==> src/rtl/edge_irq_pkg.sv <==
package edge_irq_pkg;
  localparam int LINE_CNT = 16;
  localparam int FIELD_STRIDE = 4;
  localparam int FIELDS_PER_WORD = 4;

  // word indexes (byte address / 4)
  localparam logic [5:0] W_RISE = 6'd4;
  localparam logic [5:0] W_FALL = 6'd5;
  localparam logic [5:0] W_MASK = 6'd6;
  localparam logic [5:0] W_PEND = 6'd7;
  localparam logic [5:0] W_SOFT = 6'd8;

  typedef struct packed {
    logic [LINE_CNT-1:0] clrPend;
    logic [LINE_CNT-1:0] setSoft;
  } strobes_t;
endpackage

==> src/rtl/edge_irq_regs.sv <==
module edge_irq_regs
  import edge_irq_pkg::*;
#(
  parameter int NUM_LINES = LINE_CNT,
  parameter int SEL_W = 4
) (
  input  logic                       clk,
  input  logic                       rstN,
  input  logic                       busSel,
  input  logic                       busWrite,
  input  logic [7:0]                 busAddr,
  input  logic [31:0]                busWdata,
  output logic [31:0]                busRdata,
  input  logic [NUM_LINES-1:0]       pendQ,
  output strobes_t                   strb,
  output logic [NUM_LINES-1:0]       riseQ,
  output logic [NUM_LINES-1:0]       fallQ,
  output logic [NUM_LINES-1:0]       maskQ,
  output logic [NUM_LINES*SEL_W-1:0] selFlat
);
  localparam int SEL_WORDS = NUM_LINES / FIELDS_PER_WORD;

  logic [5:0] wordIdx;
  logic wrHit;
  logic [SEL_WORDS-1:0] selWrEn;
  logic unusedBits;

  assign wordIdx = busAddr[7:2];
  assign wrHit = busSel & busWrite;
  assign unusedBits = ^{busAddr[1:0], busWdata[31:NUM_LINES]};

  always_comb begin
    strb.setSoft = '0;
    strb.clrPend = '0;
    if (wrHit && wordIdx == W_SOFT) strb.setSoft = busWdata[NUM_LINES-1:0];
    if (wrHit && wordIdx == W_PEND) strb.clrPend = busWdata[NUM_LINES-1:0];
  end

  genvar k;
  generate
    for (k = 0; k < SEL_WORDS; k++) begin : g_selDec
      assign selWrEn[k] = wrHit && (wordIdx == 6'(k));
    end
  endgenerate

  always_ff @(posedge clk or negedge rstN) begin
    if (!rstN) begin
      riseQ   <= '0;
      fallQ   <= '0;
      maskQ   <= '0;
      selFlat <= '0;
    end else begin
      if (wrHit && wordIdx == W_RISE) riseQ <= busWdata[NUM_LINES-1:0];
      if (wrHit && wordIdx == W_FALL) fallQ <= busWdata[NUM_LINES-1:0];
      if (wrHit && wordIdx == W_MASK) maskQ <= busWdata[NUM_LINES-1:0];
      for (int w = 0; w < SEL_WORDS; w++) begin
        if (selWrEn[w]) begin
          for (int f = 0; f < FIELDS_PER_WORD; f++) begin
            selFlat[(w*FIELDS_PER_WORD+f)*SEL_W +: SEL_W] <= busWdata[f*FIELD_STRIDE +: SEL_W];
          end
        end
      end
    end
  end

  always_comb begin
    busRdata = '0;
    case (wordIdx)
      W_RISE: busRdata[NUM_LINES-1:0] = riseQ;
      W_FALL: busRdata[NUM_LINES-1:0] = fallQ;
      W_MASK: busRdata[NUM_LINES-1:0] = maskQ;
      W_PEND: busRdata[NUM_LINES-1:0] = pendQ;
      default: begin
        for (int w = 0; w < SEL_WORDS; w++) begin
          if (wordIdx == 6'(w)) begin
            for (int f = 0; f < FIELDS_PER_WORD; f++) begin
              busRdata[f*FIELD_STRIDE +: SEL_W] = selFlat[(w*FIELDS_PER_WORD+f)*SEL_W +: SEL_W];
            end
          end
        end
      end
    endcase
  end
endmodule

==> src/rtl/edge_irq_datapath.sv <==
module edge_irq_datapath
  import edge_irq_pkg::*;
#(
  parameter int NUM_LINES = LINE_CNT,
  parameter int NUM_PORTS = 16,
  parameter int SEL_W = 4
) (
  input  logic                           clk,
  input  logic                           rstN,
  input  logic [NUM_PORTS*NUM_LINES-1:0] portPins,
  input  logic [NUM_LINES*SEL_W-1:0]     selFlat,
  input  logic [NUM_LINES-1:0]           riseQ,
  input  logic [NUM_LINES-1:0]           fallQ,
  input  logic [NUM_LINES-1:0]           maskQ,
  input  strobes_t                       strb,
  output logic [NUM_LINES-1:0]           pendQ,
  output logic [NUM_LINES-1:0]           edgeVec,
  output logic [NUM_LINES-1:0]           lineAct
);
  localparam int SEL_SPAN = 2 ** SEL_W;

  logic [NUM_LINES-1:0] muxIn;
  logic [NUM_LINES-1:0] syncA;
  logic [NUM_LINES-1:0] syncB;
  logic [NUM_LINES-1:0] prevQ;

  genvar n;
  generate
    for (n = 0; n < NUM_LINES; n++) begin : g_line
      logic [NUM_PORTS-1:0] column;
      logic [SEL_W-1:0] selField;
      assign selField = selFlat[n*SEL_W +: SEL_W];
      always_comb begin
        for (int p = 0; p < NUM_PORTS; p++) column[p] = portPins[p*NUM_LINES + n];
      end
      if (NUM_PORTS == SEL_SPAN) begin : g_full
        assign muxIn[n] = column[selField];
      end else begin : g_pad
        logic [SEL_SPAN-1:0] padded;
        assign padded = {{(SEL_SPAN-NUM_PORTS){1'b0}}, column};
        assign muxIn[n] = padded[selField];
      end
    end
  endgenerate

  always_ff @(posedge clk or negedge rstN) begin
    if (!rstN) begin
      syncA <= '0;
      syncB <= '0;
      prevQ <= '0;
    end else begin
      syncA <= muxIn;
      syncB <= syncA;
      prevQ <= syncB;
    end
  end

  assign edgeVec = (syncB & ~prevQ & riseQ) | (~syncB & prevQ & fallQ);

  always_ff @(posedge clk or negedge rstN) begin
    if (!rstN) pendQ <= '0;
    else pendQ <= (pendQ & ~strb.clrPend) | edgeVec | strb.setSoft;
  end

  assign lineAct = pendQ & maskQ;
endmodule

==> src/rtl/edge_irq_group.sv <==
module edge_irq_group #(
  parameter int NUM_LINES = 16,
  parameter int NUM_SOLO = 5,
  parameter int MID_LAST = 9
) (
  input  logic [NUM_LINES-1:0]  lineAct,
  output logic [NUM_SOLO+1:0]   irqOut
);
  genvar g;
  generate
    for (g = 0; g < NUM_SOLO; g++) begin : g_solo
      assign irqOut[g] = lineAct[g];
    end
  endgenerate
  assign irqOut[NUM_SOLO]   = |lineAct[MID_LAST:NUM_SOLO];
  assign irqOut[NUM_SOLO+1] = |lineAct[NUM_LINES-1:MID_LAST+1];
endmodule

==> src/rtl/edge_irq_ctrl.sv <==
module edge_irq_ctrl
  import edge_irq_pkg::*;
#(
  parameter int NUM_LINES = LINE_CNT,
  parameter int NUM_PORTS = 16,
  parameter int SEL_W = 4,
  parameter int NUM_SOLO = 5,
  parameter int MID_LAST = 9,
  localparam int NUM_IRQ = NUM_SOLO + 2
) (
  input  logic                           clk,
  input  logic                           rstN,
  input  logic [NUM_PORTS*NUM_LINES-1:0] portPins,
  input  logic                           busSel,
  input  logic                           busWrite,
  input  logic [7:0]                     busAddr,
  input  logic [31:0]                    busWdata,
  output logic [31:0]                    busRdata,
  output logic [NUM_IRQ-1:0]             irqOut
);
  strobes_t strb;
  logic [NUM_LINES-1:0] riseQ, fallQ, maskQ, pendQ, edgeVec, lineAct;
  logic [NUM_LINES*SEL_W-1:0] selFlat;

  edge_irq_regs #(.NUM_LINES(NUM_LINES), .SEL_W(SEL_W)) regsI (
    .clk(clk), .rstN(rstN), .busSel(busSel), .busWrite(busWrite),
    .busAddr(busAddr), .busWdata(busWdata), .busRdata(busRdata),
    .pendQ(pendQ), .strb(strb), .riseQ(riseQ), .fallQ(fallQ),
    .maskQ(maskQ), .selFlat(selFlat)
  );

  edge_irq_datapath #(.NUM_LINES(NUM_LINES), .NUM_PORTS(NUM_PORTS), .SEL_W(SEL_W)) dpI (
    .clk(clk), .rstN(rstN), .portPins(portPins), .selFlat(selFlat),
    .riseQ(riseQ), .fallQ(fallQ), .maskQ(maskQ), .strb(strb),
    .pendQ(pendQ), .edgeVec(edgeVec), .lineAct(lineAct)
  );

  edge_irq_group #(.NUM_LINES(NUM_LINES), .NUM_SOLO(NUM_SOLO), .MID_LAST(MID_LAST)) grpI (
    .lineAct(lineAct), .irqOut(irqOut)
  );
endmodule

==> config.mk <==
export PLATFORM = sky130hd
export DESIGN_NAME = edge_irq_ctrl
export DESIGN_NICKNAME = d
export VERILOG_FILES = /design/src/rtl/edge_irq_pkg.sv /design/src/rtl/edge_irq_regs.sv /design/src/rtl/edge_irq_datapath.sv /design/src/rtl/edge_irq_group.sv /design/src/rtl/edge_irq_ctrl.sv
export SDC_FILE = /design/constraint.sdc
export NUM_CORES = 1
export LEC_CHECK = 0
export CAP_MARGIN = 30
export CORE_ASPECT_RATIO = 1.25
export CORE_MARGIN = 1
export CORE_UTILIZATION = 45
export DETAILED_ROUTE_END_ITERATION = 7
export PLACE_DENSITY = 0.8
export SLEW_MARGIN = 15
export SYNTH_ARGS = -nofsm -noshare
export SYNTH_HDL_FRONTEND = slang
export SYNTH_SLANG_ARGS = --single-unit
==> constraint.sdc <==
create_clock -name clk -period 5.4 [get_ports clk]
set_clock_uncertainty 0.1 [all_clocks]
set_input_delay 1.08 -clock clk [delete_from_list [all_inputs] [get_ports clk]]
set_output_delay 1.08 -clock clk [all_outputs]
set_load 0.005 [all_outputs]
==> qor.csv <==
stage,metric,value,unit
timing,Rel. slew slack,0.3882,
final_layout,area grow syn2layout,40.19,%
global_route,grt total ovfl,0,
worst_hold_path,Hold Path Cell Cnt,0,
final_layout,FF/Latch Area,0.004404,mm^2
setup_path,WP data required,4.22,ns
routing,first drt pass iteration count,6,
cts,number of clock sinks,176,
cts,count of hold-fix buffers inserted at cts,0,
power_and_ir_drop,VDD IR-drop max,0.0002127,V
synth,Unique masters post-synth,41,
timing,setup TNS,0,ns
synth,Post-synth EDFFs,0,
cts,clock-pin slew of the registers on the worst-case setup and hold paths,0.06,ns
synth,sequential share of the synthesized area,0.4618,
timing,period utilization,0.9299,
routing,average wire per standard cell,22.66,um
routing,drt drc,0,
synth,Post-Syn Area per Cell,13.34,um^2
floorplanning,Die Wd,132.2,um
cts,CTS tree,built,
place,port bufs,304,
timing,Tmin final,5.022,ns
synth,"FF+latch count, synth",176,
cts,clock latency on the worst-skew pair,0.43,ns
routing,vias per cell,6.029,
routing,Vias,7765,
floorplanning,Die Y-Extent,164.8,um
synth,post-synth top area cell,dfrtp_1,
power_and_ir_drop,Leakage,0.005439,uW
routing,Initial DRC Count,623,
global_route,largest net degree at the start of global routing,92,
worst_hold_path,Hold Path Origin,dpI.syncA[3],
setup_path,Critical Path Slowest Stage Cell,clkdlybuf4s50_1,
synth,Mapped Cells,715,
floorplanning,initial cell density of the core,0.4582,
final_layout,share of layout cells above drive strength 1,0.2495,
synth,top_reg_cell synth,dfrtp_1,
floorplanning,# IOs,339,
cts,root buffer cell,clkbuf_16,
floorplanning,core area,0.02082,mm^2
place,RePlAce Congestion,0.8948,
global_route,first-pass GRT wire length,45310,um
final_layout,diode count,0,
cts,Post-CTS Setup Inserts,0,
cts,CTS Buf Count,17,
global_route,initial antenna violation count,0,
setup_path,CP Class,input pin to output port,
setup_path,R2R depth,4,
synth,Synth top area share,0.4618,
setup_path,crit path cell chain,clkdlybuf4s50_1 -> buf_4 -> or3b_2 -> nor2_1 -> buf_4 -> a222oi_1 -> o31ai_1 -> clkdlybuf4s50_1,
worst_hold_path,Min-Delay Path Class,flop to flop,
flow_run,MaxCap Viol Count,0,
setup_path,Reg-to-Reg End,dpI.syncA[13],
setup_path,crit path max fanout,8,
setup_path,R2R Setup Slk,3.64,ns
synth,post-synthesis instance area,0.009538,mm^2
power_and_ir_drop,Tot Pwr,3646,uW
global_route,number of global-route vias before repair,8193,
final_layout,# nets final,1302,
setup_path,crit path capture type,output port,
synth,ys async rst share,1.000,
timing,Peak Freq,0.1991,GHz
timing,Max Slew Vio Count,0,
worst_hold_path,WHS Endpoint,dpI.syncB[3],
cts,H-tree levels,4,
floorplanning,die area,0.02179,mm^2
timing,Worst-Margin Slew,0.9151,ns
timing,RSZ-0062 raised after global routing,no,
timing,final setup fails,0,
final_layout,area occupied by multi-input gates,0.004811,mm^2
setup_path,crit path launch type,input pin,
cts,Resized Gates After CTS,0,
synth,synth top area cells,"dfrtp_1, mux4_2, mux2_2",
setup_path,reg2reg start,regsI.selFlat[52],
outcome,outcome,"finished, final reports clean",
synth,Post-synth top cells,"dfrtp_1, mux2_2, mux4_2",
setup_path,Critical Path Max Stage Delay,0.59,ns
timing,"Hold Vio Cnt, Final",0,
floorplanning,FP Rows,59,
synth,most numerous cell in the Yosys netlist,dfrtp_1,
synth,YS warnings,0,
final_layout,FILL cells,1624,
cts,clk buf depth,2,
setup_path,worst path arrival time,3.84,ns
global_route,GRT Overall Usage,0.2796,
place,hpwl dp,22070,um
routing,post-route ant nets,0,
power_and_ir_drop,PD cells,272.7,mW/mm^2
routing,Post-Route WL,29180,um
==> flip-flops by register name, summed over array words and instances, names as in the netlist <==
| register | count |
|---|---|
| dpI.pendQ | 16 |
| dpI.prevQ | 16 |
| dpI.syncA | 16 |
| regsI.riseQ | 16 |
| regsI.fallQ | 16 |
| regsI.selFlat | 64 |
| dpI.syncB | 16 |
| regsI.maskQ | 16 |
==> through the flow <==
stage | cells | worst slack [ns] | area [um^2] | util | hold slack (ns)
3_3_place_gp | 1254 | 0.4605 | 12750 | 0.6126 | 0.2333
6_report | 1288 | 0.3784 | 13370 | 0.6423 | 0.2470
5_1_grt | 1288 | 0.3173 | 13370 | 0.6423 | 0.2459
2_1_floorplan | 730 | 1.630 | 9594 | - | 0.2312
4_1_cts | 1286 | 0.4549 | 13340 | 0.6409 | 0.2468
3_5_place_dp | 1255 | 0.4719 | 12770 | 0.6133 | 0.2355
==> worst max path at each step <==
stage	slack (ns)	end	cells past startpoint	start
6_report	0.38	busRdata[4]	8	busAddr[2]
5_1_grt	0.32	busRdata[4]	8	busAddr[2]
4_1_cts	0.45	busRdata[4]	8	busAddr[2]
3_5_place_dp	0.47	busRdata[4]	8	busAddr[2]
3_3_place_gp	0.46	busRdata[4]	8	busAddr[2]
2_1_floorplan	1.63	busRdata[5]	7	busAddr[3]
==> kinds of logic after synthesis <==
| family | count (synthesis) | synth area share |
|---|---|---|
| buf+inv | 74 | 0.03975 |
| mux | 206 | 0.3206 |
| flops | 176 | 0.4618 |
| other cells | 1 | 0.0003932 |
| compound gates | 128 | 0.1028 |
| simple gates | 130 | 0.07464 |
==> cell type report <==
class | instances | area share
clock buffers | 23 | 0.03500
well taps | 274 | 0.02564
repair buffers | 327 | 0.2423
clock inverters | 8 | 0.007954
multi-input cells | 480 | 0.3598
flip-flops and latches | 176 | 0.3294
==> power by group <==
part	switching, uW	internal, uW	total, uW	leakage [uW]
clock network	497	706	1200	0.000274
logic	222	492	714	0.00291
registers	206	1520	1730	0.00225
total	924	2720	3650	0.00544
==> worst max-delay path, delay by kind of cell <==
family / cells / cell delay [ns]
buf+inv: 4 / 1.55
simple gates: 2 / 0.63
compound gates: 2 / 0.57
==> metal layers <==
| metal | wire length, um | track usage |
|---|---|---|
| met5 | 0 | 0 |
| met1 | 10420 | 0.3138 |
| met2 | 15260 | 0.5127 |
| met4 | 1183 | 0.1223 |
| met3 | 2327 | 0.05985 |
==> cell usage in the layout (no fill, tap or decap), types with 3 or more instances in the layout <==
cell type and instances:
mux2i_1 16, clkdlybuf4s50_1 303, clkbuf_1 4, nor3_1 4, a21oi_1 16, nand2b_1 3, nand3b_1 16, nand3_1 4
nor2_1 20, o21ai_0 24, o31ai_1 7, buf_4 20, or2_2 7, a221o_1 16, mux4_2 64, dfrtp_1 176
a211o_1 8, clkbuf_16 17, conb_1 16, and2_1 5, o221ai_1 8, nor2b_1 26, a222oi_1 22, a211oi_1 16
buf_8 3, mux2_4 10, mux2_2 116, nand2_1 36, a22oi_1 5
Power figures use the tool's default switching activity.
